### src/rtl/bcu_pkg.sv
package bcu_pkg;

   localparam int FLAG_W = 4;

   typedef struct packed {
      logic n;
      logic z;
      logic c;
      logic v;
   } flags_t;

   typedef enum logic [3:0] {
      CC_EQ = 4'b0000,
      CC_NE = 4'b0001,
      CC_HS = 4'b0010,
      CC_LO = 4'b0011,
      CC_HI = 4'b1000,
      CC_LS = 4'b1001,
      CC_GE = 4'b1010,
      CC_LT = 4'b1011,
      CC_GT = 4'b1100,
      CC_LE = 4'b1101,
      CC_AL = 4'b1110
   } cond_e;

endpackage

### src/rtl/bcu_sub_flags.sv
module bcu_sub_flags
   import bcu_pkg::*;
#(
   parameter int DATA_W = 32
) (
   input  logic [DATA_W-1:0] a,
   input  logic [DATA_W-1:0] b,
   output flags_t            f
);
   localparam int MSB = DATA_W - 1;

   logic [DATA_W:0]   wide;
   logic [DATA_W-1:0] diff;

   initial begin
      if (DATA_W < 2) $error("bcu_sub_flags: DATA_W must be at least 2");
   end

   always_comb begin
      // a + ~b + 1 : carry out means no borrow
      wide = {1'b0, a} + {1'b0, ~b} + {{DATA_W{1'b0}}, 1'b1};
      diff = wide[DATA_W-1:0];
      f.n  = diff[MSB];
      f.z  = (diff == '0);
      f.c  = wide[DATA_W];
      f.v  = (a[MSB] != b[MSB]) && (diff[MSB] != a[MSB]);
   end
endmodule

### src/rtl/bcu_flag_reg.sv
module bcu_flag_reg
   import bcu_pkg::*;
(
   input  logic   clk,
   input  logic   rst_n,
   input  logic   cmp_en,
   input  logic   set_en,
   input  flags_t cmp_flags,
   input  flags_t ext_flags,
   output flags_t next_flags,
   output flags_t cur_flags
);
   always_comb begin
      if (cmp_en)      next_flags = cmp_flags;
      else if (set_en) next_flags = ext_flags;
      else             next_flags = cur_flags;
   end

   always_ff @(posedge clk or negedge rst_n) begin
      if (!rst_n) cur_flags <= '0;
      else        cur_flags <= next_flags;
   end
endmodule

### src/rtl/bcu_cond_eval.sv
module bcu_cond_eval
   import bcu_pkg::*;
(
   input  flags_t     f,
   input  logic [3:0] code,
   output logic       take
);
   logic sgn_ge;

   always_comb begin
      sgn_ge = (f.n == f.v);
      case (code)
         CC_EQ:   take = f.z;
         CC_NE:   take = !f.z;
         CC_HS:   take = f.c;
         CC_LO:   take = !f.c;
         CC_HI:   take = f.c && !f.z;
         CC_LS:   take = !f.c || f.z;
         CC_GE:   take = sgn_ge;
         CC_LT:   take = !sgn_ge;
         CC_GT:   take = !f.z && sgn_ge;
         CC_LE:   take = f.z || !sgn_ge;
         CC_AL:   take = 1'b1;
         default: take = 1'b0;
      endcase
   end
endmodule

### src/rtl/branch_cond_unit.sv
module branch_cond_unit
   import bcu_pkg::*;
#(
   parameter int DATA_W  = 32,
   parameter bit FORWARD = 1'b0
) (
   input  logic              clk,
   input  logic              rst_n,
   input  logic              cmp_en,
   input  logic [DATA_W-1:0] opnd_a,
   input  logic [DATA_W-1:0] opnd_b,
   input  logic              set_en,
   input  logic [3:0]        set_flags_in,
   input  logic [3:0]        cond_code,
   output logic              exec_ok,
   output logic [3:0]        flags_out
);
   flags_t cmp_f, next_f, cur_f, eval_f;

   initial begin
      if (DATA_W < 2) $error("branch_cond_unit: DATA_W must be at least 2");
   end

   bcu_sub_flags #(.DATA_W(DATA_W)) u_sub (
      .a (opnd_a),
      .b (opnd_b),
      .f (cmp_f)
   );

   bcu_flag_reg u_reg (
      .clk        (clk),
      .rst_n      (rst_n),
      .cmp_en     (cmp_en),
      .set_en     (set_en),
      .cmp_flags  (cmp_f),
      .ext_flags  (flags_t'(set_flags_in)),
      .next_flags (next_f),
      .cur_flags  (cur_f)
   );

   generate
      if (FORWARD) begin : g_fwd
         assign eval_f = next_f;
      end else begin : g_reg
         assign eval_f = cur_f;
      end
   endgenerate

   bcu_cond_eval u_eval (
      .f    (eval_f),
      .code (cond_code),
      .take (exec_ok)
   );

   assign flags_out = cur_f;
endmodule

### config.mk
export PLATFORM = sky130hd
export DESIGN_NAME = branch_cond_unit
export DESIGN_NICKNAME = d
export VERILOG_FILES = /design/src/rtl/bcu_pkg.sv /design/src/rtl/bcu_sub_flags.sv /design/src/rtl/bcu_flag_reg.sv /design/src/rtl/bcu_cond_eval.sv /design/src/rtl/branch_cond_unit.sv
export SDC_FILE = /design/constraint.sdc
export NUM_CORES = 1
export LEC_CHECK = 0
export ABC_AREA = 1
export CAP_MARGIN = 15
export CORE_ASPECT_RATIO = 1.5
export CORE_MARGIN = 10
export CORE_UTILIZATION = 51
export DETAILED_ROUTE_END_ITERATION = 12
export GPL_ROUTABILITY_DRIVEN = 0
export PLACE_DENSITY = 0.83
export SYNTH_ARGS = -nofsm -noshare
export SYNTH_HDL_FRONTEND = slang
export SYNTH_SLANG_ARGS = --single-unit
### constraint.sdc
create_clock -name clk -period 1.49 [get_ports clk]
set_input_delay 0.298 -clock clk [delete_from_list [all_inputs] [get_ports clk]]
set_output_delay 0.298 -clock clk [all_outputs]
set_load 0.005 [all_outputs]
==> PnR_summary.wiki, run 1 <==
{| class="wikitable"
! Metric !! Value
|-
| Stage where the flow stopped || 4_1_cts
|-
| Synth top area cells || nand2_1 26%, inv_1 17%, ha_1 13%, nand3_1 6.7%, nor2_1 6.0%
|-
| Maximum buffer depth of the clock tree || 2
|-
| Number of rows in the core area || 34
|-
| CTS Sinks || 4
|-
| Number of synthesized flops with an enable pin || 0
|-
| Error Message || [ERROR DPL-0033] detailed placement checks failed during check placement.
|-
| IO buf count || 80
|-
| Share of the yosys chip area belonging to registers || 0.0327
|-
| Number of buffers added by the clock tree synthesis step || 3
|-
| Yosys cell types || 32
|-
| Hold_buf cts || 0
|-
| Net count after synthesis || 718
|-
| Mean instance size in the synthesized netlist || between 5 and 6 sq um
|-
| Seq cells post-synth || 4
|-
| Count of pins on the block boundary || ~80
|-
| Max H-tree Level || 1
|-
| Yosys top cell area share || 0.262
|-
| Die boundary width || around 83 microns
|-
| Cells after Synth || 610
|-
| Detailed Place HPWL || roughly 10000 microns
|-
| Result of the run || did not finish
|-
| Top flip-flop cell by instance count after synthesis || dfrtp_1
|-
| CTS Root Buffer Type || clkbuf_8
|-
| Netlist Area Pre-Place || 3060 sq um
|-
| Height of the chip || approximately 110 microns
|-
| Synth async-reset ratio || 1.00
|-
| Starting density of the core || 0.526
|-
| # resized after CTS || about 440
|-
| Warnings from Yosys || 0
|-
| # Post-CTS Setup Buffers || 26
|-
| Cell type with the largest total area after synthesis || nand2_1
|}
## cells in the mapped netlist (2+ instances only)
master    instances
nor2_2            8
o21bai_1          4
nand2_2          23
xnor2_1           3
a21oi_2           3
nand3_1          41
nor2_4            3
nor3_1            8
o211ai_1          2
nor2_1           49
nand3b_1          7
nand2_1         214
a21oi_1          25
o21ai_0           8
nand3_2           5
nor3_2            3
nor4_1            2
dfrtp_1           4
ha_1             32
inv_2             8
a211oi_1          2
nand4_1           9
inv_1           138
## logic make-up after synthesis
kind of cell,count (synthesis),synth area share
xor gates and xnor gates,3,0.00858
DFF,4,0.0327
and+or+nand+nor,376,0.552
buffers and inverters,146,0.179
adders and majority gates,32,0.131
AOI/OAI and AO/OA,49,0.0972
## per-stage QoR
| stage | cells | hold WS [ps] | setup TNS [ps] | area (sq um) | setup slack (ps) |
|---|---|---|---|---|---|
| 2_1_floorplan | 610 | 2.41 | -648 | 3560 | -291 |
| 3_3_place_gp | 830 | 513 | -4840 | 4970 | -1170 |
| 3_5_place_dp | 830 | 510 | -5030 | 4970 | -1200 |
==> run 2: changes to the inputs <==
- CORE_ASPECT_RATIO: 1.5 -> not set
- CORE_UTILIZATION: 51 -> 40
- PLACE_DENSITY: 0.83 -> not set
- PLACE_DENSITY_LB_ADDON: not set -> 0.15
==> PnR_summary.wiki, run 2 <==
{| class="wikitable"
! Metric !! Value
|-
| Share of the yosys chip area belonging to registers || 0.0327 (unchanged)
|-
| Max cap viols || 0
|-
| Worst-Margin Slew || approximately 440 ps
|-
| Library cell with the highest instance count after synthesis || nand2_1
|-
| DRC viols || 0
|-
| Upper clock frequency limit || around 450 MHz
|-
| Yosys top cell area share || 0.262 (unchanged)
|-
| Setup-violating endpoint count in the final report || 5
|-
| Cell type with the largest total area after synthesis || nand2_1
|-
| Yosys cell types || 32 (unchanged)
|-
| Die boundary width || 108 microns (+29%)
|-
| Signed area change from the synthesized netlist to the final layout || 104%
|-
| Number of rows in the core area || 31 (-8.8%)
|-
| Starting density of the core || 0.418 (-0.108)
|-
| Clock transition at the registers of the reported paths || 30 ps
|-
| Final setup margin || -753 ps
|-
| Aggregate global-route resource usage || 0.220
|-
| Class of the most critical setup path || in2reg
|-
| Final cycle utilization of the critical path || 1.51
|-
| Worst setup EP type || flop
|-
| Count of inserted antenna diode cells || 0
|-
| RSZ-0062 raised after global routing || yes
|-
| Crit path cell chain || buf_2 -> inv_2 -> ha_4 -> nand2_4 -> inv_1 -> nand2_1 -> nand2_2 -> nand2_2 -> nand2_2 -> inv_1 -> nand4_1 -> o21ai_0 -> nor2_1 -> nand2_1 -> nor2_1 -> nand3_1 -> a21oi_2
|-
| Fin crit period || around 2200 ps
|-
| Initial antenna violation count || 0
|-
| Detailed Place HPWL || 9150 microns (-9.8%)
|-
| Seq cells post-synth || 4 (unchanged)
|-
| Clock insertion delay at the later pin of the skew report || approximately 230 ps
|-
| Warnings from Yosys || 0 (unchanged)
|-
| Top flip-flop cell by instance count after synthesis || dfrtp_1
|-
| Count of pins on the block boundary || 81 (unchanged)
|-
| Detailed Routing Iterations Pass 1 || 8
|-
| Finished Cell Area || about 6300 sq um
|-
| CP required || roughly 1700 ps
|-
| Via count || roughly 5300
|-
| Hold_buf cts || 0 (unchanged)
|-
| Result of the run || finished, violations left
|-
| Fraction of final layout cells with drive strength greater than 1 || 0.628
|-
| Tightest Hold Check Type || in2async
|-
| CTS Root Buffer Type || clkbuf_8
|-
| Via-per-instance ratio || between 5 and 6
|-
| Crit path top cell by count || nand2_2
|-
| Leading post-synthesis cells by instance count || 214 x nand2_1, 138 x inv_1, 49 x nor2_1
|-
| Height of the chip || 108 microns (-6.4%)
|-
| Synth top area cells || nand2_1 26%, inv_1 17%, ha_1 13%, nand3_1 6.7%, nor2_1 6.0%
|-
| Post-DRT Antenna Nets || 0
|-
| IO buf count || 80 (unchanged)
|-
| Grt ovf || 0
|-
| Hold Violations, Final || 0
|-
| Max H-tree Level || 1 (unchanged)
|-
| Worst-path maximum fanout || 4
|-
| IR Drop Worst-Case VDD || roughly 0.32 mV
|-
| Cells after Synth || 610 (unchanged)
|-
| P_leak || 3.25 nW
|-
| Max FFs per register || 4
|-
| Global-route wire length before repair || 21900 microns
|-
| CTS Sinks || 4 (unchanged)
|-
| Detailed router's first-iteration violation count || ~650
|-
| Routed WL || around 17000 microns
|-
| TritonCTS clock tree || built
|-
| CP max-delay cell || ha_4
|-
| Area of the core || about 7300 sq um
|-
| PD cells || approximately 510 nW/um^2
|-
| Wirelength per Cell || 19.5 microns
|-
| Netlist Area Pre-Place || 3060 sq um (unchanged)
|-
| Synth async-reset ratio || 1.00 (unchanged)
|-
| Maximum buffer depth of the clock tree || 2 (unchanged)
|-
| Clock skew || 0 ps
|-
| Failing checks || setup timing
|-
| Highest-count cells in the layout ignoring fill and taps || 108 x nand2_1, 93 x buf_4, 77 x inv_1
|-
| Number of buffers added by the clock tree synthesis step || 3 (unchanged)
|-
| Number of synthesized flops with an enable pin || 0 (unchanged)
|-
| Register with the most flip-flops || u_reg.cur_flags
|-
| Worst slew margin relative to its limit || 0.702
|-
| Biggest regs || u_reg.cur_flags: 4 flops
|-
| Largest net degree at the start of global routing || 8
|-
| Mean instance size in the synthesized netlist || 5.02 sq um (unchanged)
|-
| Most common cell after layout, fill and taps aside || nand2_1
|-
| Vias in the first global route || approximately 4800
|-
| Maximum single-stage delay on the critical path || 300 ps
|-
| Net count reported at finish || approximately 910
|-
| Startpoint type of the worst setup path || input pin
|-
| Number of slew-limit violations in the final report || 0
|-
| Placed cell areas || 4990 sq um (+0.53%)
|-
| Post-layout util || 0.854
|-
| Arrival time worst endpoint || 2400 ps
|-
| Net count after synthesis || 718 (unchanged)
|-
| Total die area || between 10000 and 15000 sq um
|}
[run 2: cell counts after synthesis]
No cell type changed its count.
[run 2: cells by family after synthesis]
group	Yosys count	synth area share
adder cells (fa/ha/maj)	32	0.131
flip-flops	4	0.0327
AO/OA/AOI/OAI	49	0.0972
XOR/XNOR	3	0.00858
buffers and inverters	146	0.179
AND/OR/NAND/NOR	376	0.552
[run 2: where the power goes]
part / total [mW] / leakage, nW / internal (mW) / switching [mW]
logic: 2.80 / 3.18 / 1.21 / 1.59
registers: 0.132 / 0.0486 / 0.122 / 0.00962
clock network: 0.245 / 0.0216 / 0.173 / 0.0714
total: 3.18 / 3.25 / 1.51 / 1.67
[run 2: final timing paths]
check	startpoint	endpoint	slack, ps	cells after the start
min reg2reg	u_reg.cur_flags[2]	u_reg.cur_flags[2]	620	2
max in group asynchronous	rst_n	u_reg.cur_flags[3]	1060	1
max reg2reg	u_reg.cur_flags[3]	u_reg.cur_flags[3]	530	4
min	rst_n	u_reg.cur_flags[2]	270	1
max	opnd_b[15]	u_reg.cur_flags[2]	-750	17
min in group clk	u_reg.cur_flags[2]	u_reg.cur_flags[2]	620	2
[run 2: layout make-up]
class | instances | area, sq um
Multi-Input combinational cell | 460 | 3990
Timing Repair Buffer | 182 | 1400
Fill cell | 374 | 1070
Inverter | 146 | 608
Tap cell | 99 | 124
Sequential cell | 4 | 100
Clock buffer | 3 | 41.3
[run 2: timing repair]
item	4_1_cts	5_1_grt
setup buffers	25	10
resized for setup	456	127
setup endpoints to repair	7	6
pin swaps	165	97
[run 2: layer usage]
layer / global-route usage / wire, microns
met4: 0.0792 / 1430
met2: 0.393 / 8160
met1: 0.259 / 6210
met5: 0 / 0
met3: 0.0329 / 1650
[run 2: worst max-delay path, delay by kind of cell]
| kind | cells | cell delay [ps] |
|---|---|---|
| and+or+nand+nor | 10 | 1200 |
| buffers and inverters | 4 | 330 |
| adders and majority gates | 1 | 300 |
| AOI/OAI and AO/OA | 2 | 260 |
[run 2: through the flow]
step	instances	setup slack [ps]	hold slack [ps]	TNS, ps	power (mW)
global route	894	-919	286	-2880	3.34
detailed placement	856	-1160	510	-5220	2.00
CTS	884	-403	278	-1620	2.65
floorplan	610	-291	2.41	-648	1.25
finish	894	-753	268	-2410	3.18
global placement	856	-1140	505	-5020	1.96
Note: power is estimated with default switching activity, not from simulation.
==> run 3: changes to the inputs <==
- CAP_MARGIN: 15 -> not set
- SKIP_LAST_GASP: not set -> 1
==> PnR_summary.wiki, run 3 (synthesis gave the netlist of run 2 again) <==
{| class="wikitable"
! Metric !! Value
|-
| IR Drop Worst-Case VDD || 0.285 mV (-9.5%)
|-
| Maximum buffer depth of the clock tree || 2 (unchanged)
|-
| Number of buffers added by the clock tree synthesis step || 3 (unchanged)
|-
| Worst R2R Start || u_reg.cur_flags[3]
|-
| P_leak || 3.11 nW (-4.1%)
|-
| Fin crit period || 2190 ps (-56.0 ps)
|-
| Total die area || 11600 sq um (unchanged)
|-
| Tot Pwr || 3.03 mW (-4.7%)
|-
| Most common cell after layout, fill and taps aside || nand2_1
|-
| Aggregate global-route resource usage || 0.221 (+0.000736)
|-
| Largest net degree at the start of global routing || 8 (unchanged)
|-
| Worst-Margin Slew || 300 ps (-143 ps)
|-
| Detailed router's first-iteration violation count || 493 (-24%)
|-
| Final Non-Filler Cells || 890 (-0.45%)
|-
| Arrival time worst endpoint || 2340 ps (-60 ps)
|-
| Hold Violations, Final || 0 (unchanged)
|-
| Vias in the first global route || 4867 (+0.47%)
|-
| Max FFs per register || 4 (unchanged)
|-
| TritonCTS clock tree || built
|-
| CTS Root Buffer Type || clkbuf_8
|-
| Startpoint type of the worst setup path || input pin
|-
| Starting density of the core || 0.418 (unchanged)
|-
| Worst setup EP type || flop
|-
| CTS Sinks || 4 (unchanged)
|-
| Max cap viols || 0 (unchanged)
|-
| Count of pins on the block boundary || 81 (unchanged)
|-
| Routed WL || 15700 microns (-9.9%)
|-
| PD cells || 498 nW/um^2 (-1.9%)
|-
| Upper clock frequency limit || 457 MHz (+2.6%)
|-
| Signed area change from the synthesized netlist to the final layout || 98.7%
|-
| IO buf count || 80 (unchanged)
|-
| Number of slew-limit violations in the final report || 0 (unchanged)
|-
| Highest-count cells in the layout ignoring fill and taps || 118 x nand2_1, 92 x buf_4, 76 x inv_1
|-
| Final setup margin || -697 ps (+56.0 ps)
|-
| CP required || 1640 ps (about the same)
|-
| Detailed Place HPWL || 9150 microns (unchanged)
|-
| Fraction of final layout cells with drive strength greater than 1 || 0.611 (-0.0171)
|-
| Clock transition at the registers of the reported paths || 30 ps (about the same)
|-
| Detailed Routing Iterations Pass 1 || 5 (-3)
|-
| Via count || 5063 (-4.1%)
|-
| Via-per-instance ratio || 5.69 (-3.6%)
|-
| RSZ-0062 raised after global routing || yes
|-
| Worst slew margin relative to its limit || 0.798 (+0.0962)
|-
| Number of cells in the design after placement || 856 (unchanged)
|-
| Failing checks || setup timing
|-
| Initial antenna violation count || 0 (unchanged)
|-
| DRC viols || 0 (unchanged)
|-
| Result of the run || finished, violations left
|-
| Hold_buf cts || 0 (unchanged)
|-
| Max H-tree Level || 1 (unchanged)
|-
| Wirelength per Cell || 17.7 microns (-9.4%)
|-
| Height of the chip || 108 microns (unchanged)
|-
| Reg2reg setup slack || 520 ps (about the same)
|-
| Register with the most flip-flops || u_reg.cur_flags
|-
| Clock insertion delay at the later pin of the skew report || 220 ps (about the same)
|-
| Count of inserted antenna diode cells || 0 (unchanged)
|-
| Grt ovf || 0 (unchanged)
|-
| Post-DRT Antenna Nets || 0 (unchanged)
|-
| Worst-path maximum fanout || 4 (unchanged)
|-
| Count of cells along the worst register-to-register path || 4 (unchanged)
|-
| Reg2Reg Capture Point || u_reg.cur_flags[3]
|-
| Class of the most critical setup path || in2reg
|-
| Setup-violating endpoint count in the final report || 5 (unchanged)
|-
| Die boundary width || 108 microns (unchanged)
|-
| Biggest regs || u_reg.cur_flags: 4 flops
|-
| Tightest Hold Check Type || in2async
|-
| Final cycle utilization of the critical path || 1.47 (-0.0376)
|-
| Global-route wire length before repair || 21900 microns (about the same)
|-
| Clock skew || 0 ps (unchanged)
|-
| Net count reported at finish || 901 (-0.44%)
|-
| Area of the core || 7330 sq um (unchanged)
|-
| Number of rows in the core area || 31 (unchanged)
|}
run 3: changes by cell type in the layout (fill, tap and decap cells not counted), moves of 3 or more:
cell / delta
nand2_1: +10
inv_2: +5
clkdlybuf4s15_1: +3
nand3_4: -5
buf_6: -9
nand2_2: +3
nand2_4: -14
nand3_2: +3
run 3: worst max-delay path, cell delays in order:
cell and delay [ps]:
buf_2 110, ha_4 330, nand2_4 90, nor2_4 140
inv_1 90, nor2_4 120, nand2_1 100, nand3_2 90
nand2_1 110, nand3_2 110, nand2_1 60, nor2_1 180
nand3_1 110, nor2_2 140, nand3_2 110, a21oi_2 140
run 3: area by class of cell:
cell class | count | area, sq um
repair buffers | 178 | 1350
inverters | 146 | 593
multi-input cells | 460 | 3880
clock buffers | 3 | 41.3
flip-flops and latches | 4 | 100
fillers | 390 | 1250
well taps | 99 | 124
run 3: metrics by stage:
step	setup TNS (ps)	util	instance area (sq um)	setup WS (ps)	hold slack, ps
3_3_place_gp	-5020	0.681	4990	-1140	505
2_1_floorplan	-648	-	3560	-291	2.41
6_report	-2150	0.830	6080	-697	273
5_1_grt	-2480	0.830	6080	-712	288
3_5_place_dp	-5220	0.681	4990	-1160	510
4_1_cts	-1780	0.786	5760	-403	278
run 3: worst max path at each step:
stage | startpoint | to | slack (ps) | cells after the start
2_1_floorplan | opnd_b[22] | u_reg.cur_flags[2] | -290 | 15
6_report | opnd_a[6] | u_reg.cur_flags[2] | -700 | 16
3_5_place_dp | opnd_b[9] | u_reg.cur_flags[2] | -1160 | 16
5_1_grt | opnd_b[2] | u_reg.cur_flags[2] | -710 | 18
4_1_cts | u_reg.cur_flags[0] | exec_ok | -400 | 6
3_3_place_gp | opnd_b[9] | u_reg.cur_flags[2] | -1140 | 18
run 3: metal layers:
layer	routed length, microns	track usage	share of wire	vias up
li1	-	-	-	2261
met1	5790	0.255	0.37	2279
met2	7380	0.402	0.47	379
met3	1350	0.0317	0.086	144
met4	1210	0.0763	0.077	0
met5	0	0	0	-
run 3: repair_timing:
action                                  CTS  global route
pin swaps                               164            75
endpoints found under the setup margin    7             6
resized for setup                       447            92
buffers inserted                         25             7
run 3: power by group:
part	leakage (nW)	internal, mW	switching, mW	total (mW)
Clock	0.0216	0.173	0.0643	0.237
Combinational	3.04	1.18	1.48	2.66
Sequential	0.0486	0.122	0.00944	0.132
Total	3.11	1.47	1.56	3.03
==> run 4: changes to the inputs <==
- CORE_UTILIZATION: 40 -> 51
==> PnR_summary.wiki, run 4 <==
{| class="wikitable"
! Metric !! Value
|-
| Arithmetic-cell share of the synthesized area counting full adders, half adders and majority gates || 0.131 (unchanged)
|-
| Number of buffers added by the clock tree synthesis step || 3 (unchanged)
|-
| Detailed Place HPWL || 9780 microns (+6.9%)
|-
| Maximum buffer depth of the clock tree || 2 (unchanged)
|-
| Portion of netlist area occupied by mux cells || 0 (unchanged)
|-
| Cells after Synth || 610 (unchanged)
|-
| Yosys top cell area share || 0.262 (unchanged)
|-
| Seq cells post-synth || 4 (unchanged)
|-
| Net count after synthesis || 718 (unchanged)
|-
| Height of the chip || 97.5 microns (-9.3%)
|-
| Stage where the flow stopped || 4_1_cts
|-
| Max H-tree Level || 1 (unchanged)
|-
| Post-synthesis share of cell area spent on xor and xnor gates || 0.00858 (unchanged)
|-
| # Post-CTS Setup Buffers || 21 (-16%)
|-
| Hold_buf cts || 0 (unchanged)
|-
| Number of rows in the core area || 28 (-9.7%)
|-
| Cell type with the largest total area after synthesis || nand2_1
|-
| IO buf count || 80 (unchanged)
|-
| Warnings from Yosys || 0 (unchanged)
|-
| Leading post-synthesis cells by instance count || 214 x nand2_1, 138 x inv_1, 49 x nor2_1
|-
| Compound-gate portion of the synthesized area || 0.0972 (unchanged)
|-
| CTS Sinks || 4 (unchanged)
|-
| Synth async-reset ratio || 1.00 (unchanged)
|-
| Die boundary width || 97.5 microns (-9.3%)
|-
| Error Message || [ERROR DPL-0033] detailed placement checks failed during check placement.
|-
| Top flip-flop cell by instance count after synthesis || dfrtp_1
|-
| Largest family of logic cells by synthesized area || simple AND/OR/NAND/NOR gates
|-
| CTS Root Buffer Type || clkbuf_8
|-
| # resized after CTS || 439 (-1.8%)
|-
| Synth top area cells || nand2_1 26%, inv_1 17%, ha_1 13%, nand3_1 6.7%, nor2_1 6.0%
|-
| Count of pins on the block boundary || 81 (unchanged)
|-
| Share of the yosys chip area belonging to registers || 0.0327 (unchanged)
|-
| Simple-gate share of the synthesized area || 0.552 (unchanged)
|-
| Starting density of the core || 0.520 (+0.103)
|-
| Placed cell areas || 4980 sq um (-0.15%)
|-
| Library cell with the highest instance count after synthesis || nand2_1
|-
| Yosys cell types || 32 (unchanged)
|-
| Number of cells in the design after placement || 835 (-2.5%)
|-
| Netlist Area Pre-Place || 3060 sq um (unchanged)
|-
| Number of synthesized flops with an enable pin || 0 (unchanged)
|-
| Mean instance size in the synthesized netlist || 5.02 sq um (unchanged)
|-
| Result of the run || did not finish
|}
-- run 4: cell counts after synthesis --
Identical to the previous run, type by type.
-- run 4: logic make-up after synthesis --
logic type                 count (synthesis)
and+or+nand+nor                          376
buffers and inverters                    146
AOI/OAI and AO/OA                         49
xor gates and xnor gates                   3
adders and majority gates                 32
DFF                                        4
-- run 4: stage by stage --
step	utilization	setup slack [ps]
2_1_floorplan	-	-291
3_5_place_dp	0.847	-1170
3_3_place_gp	0.847	-1110
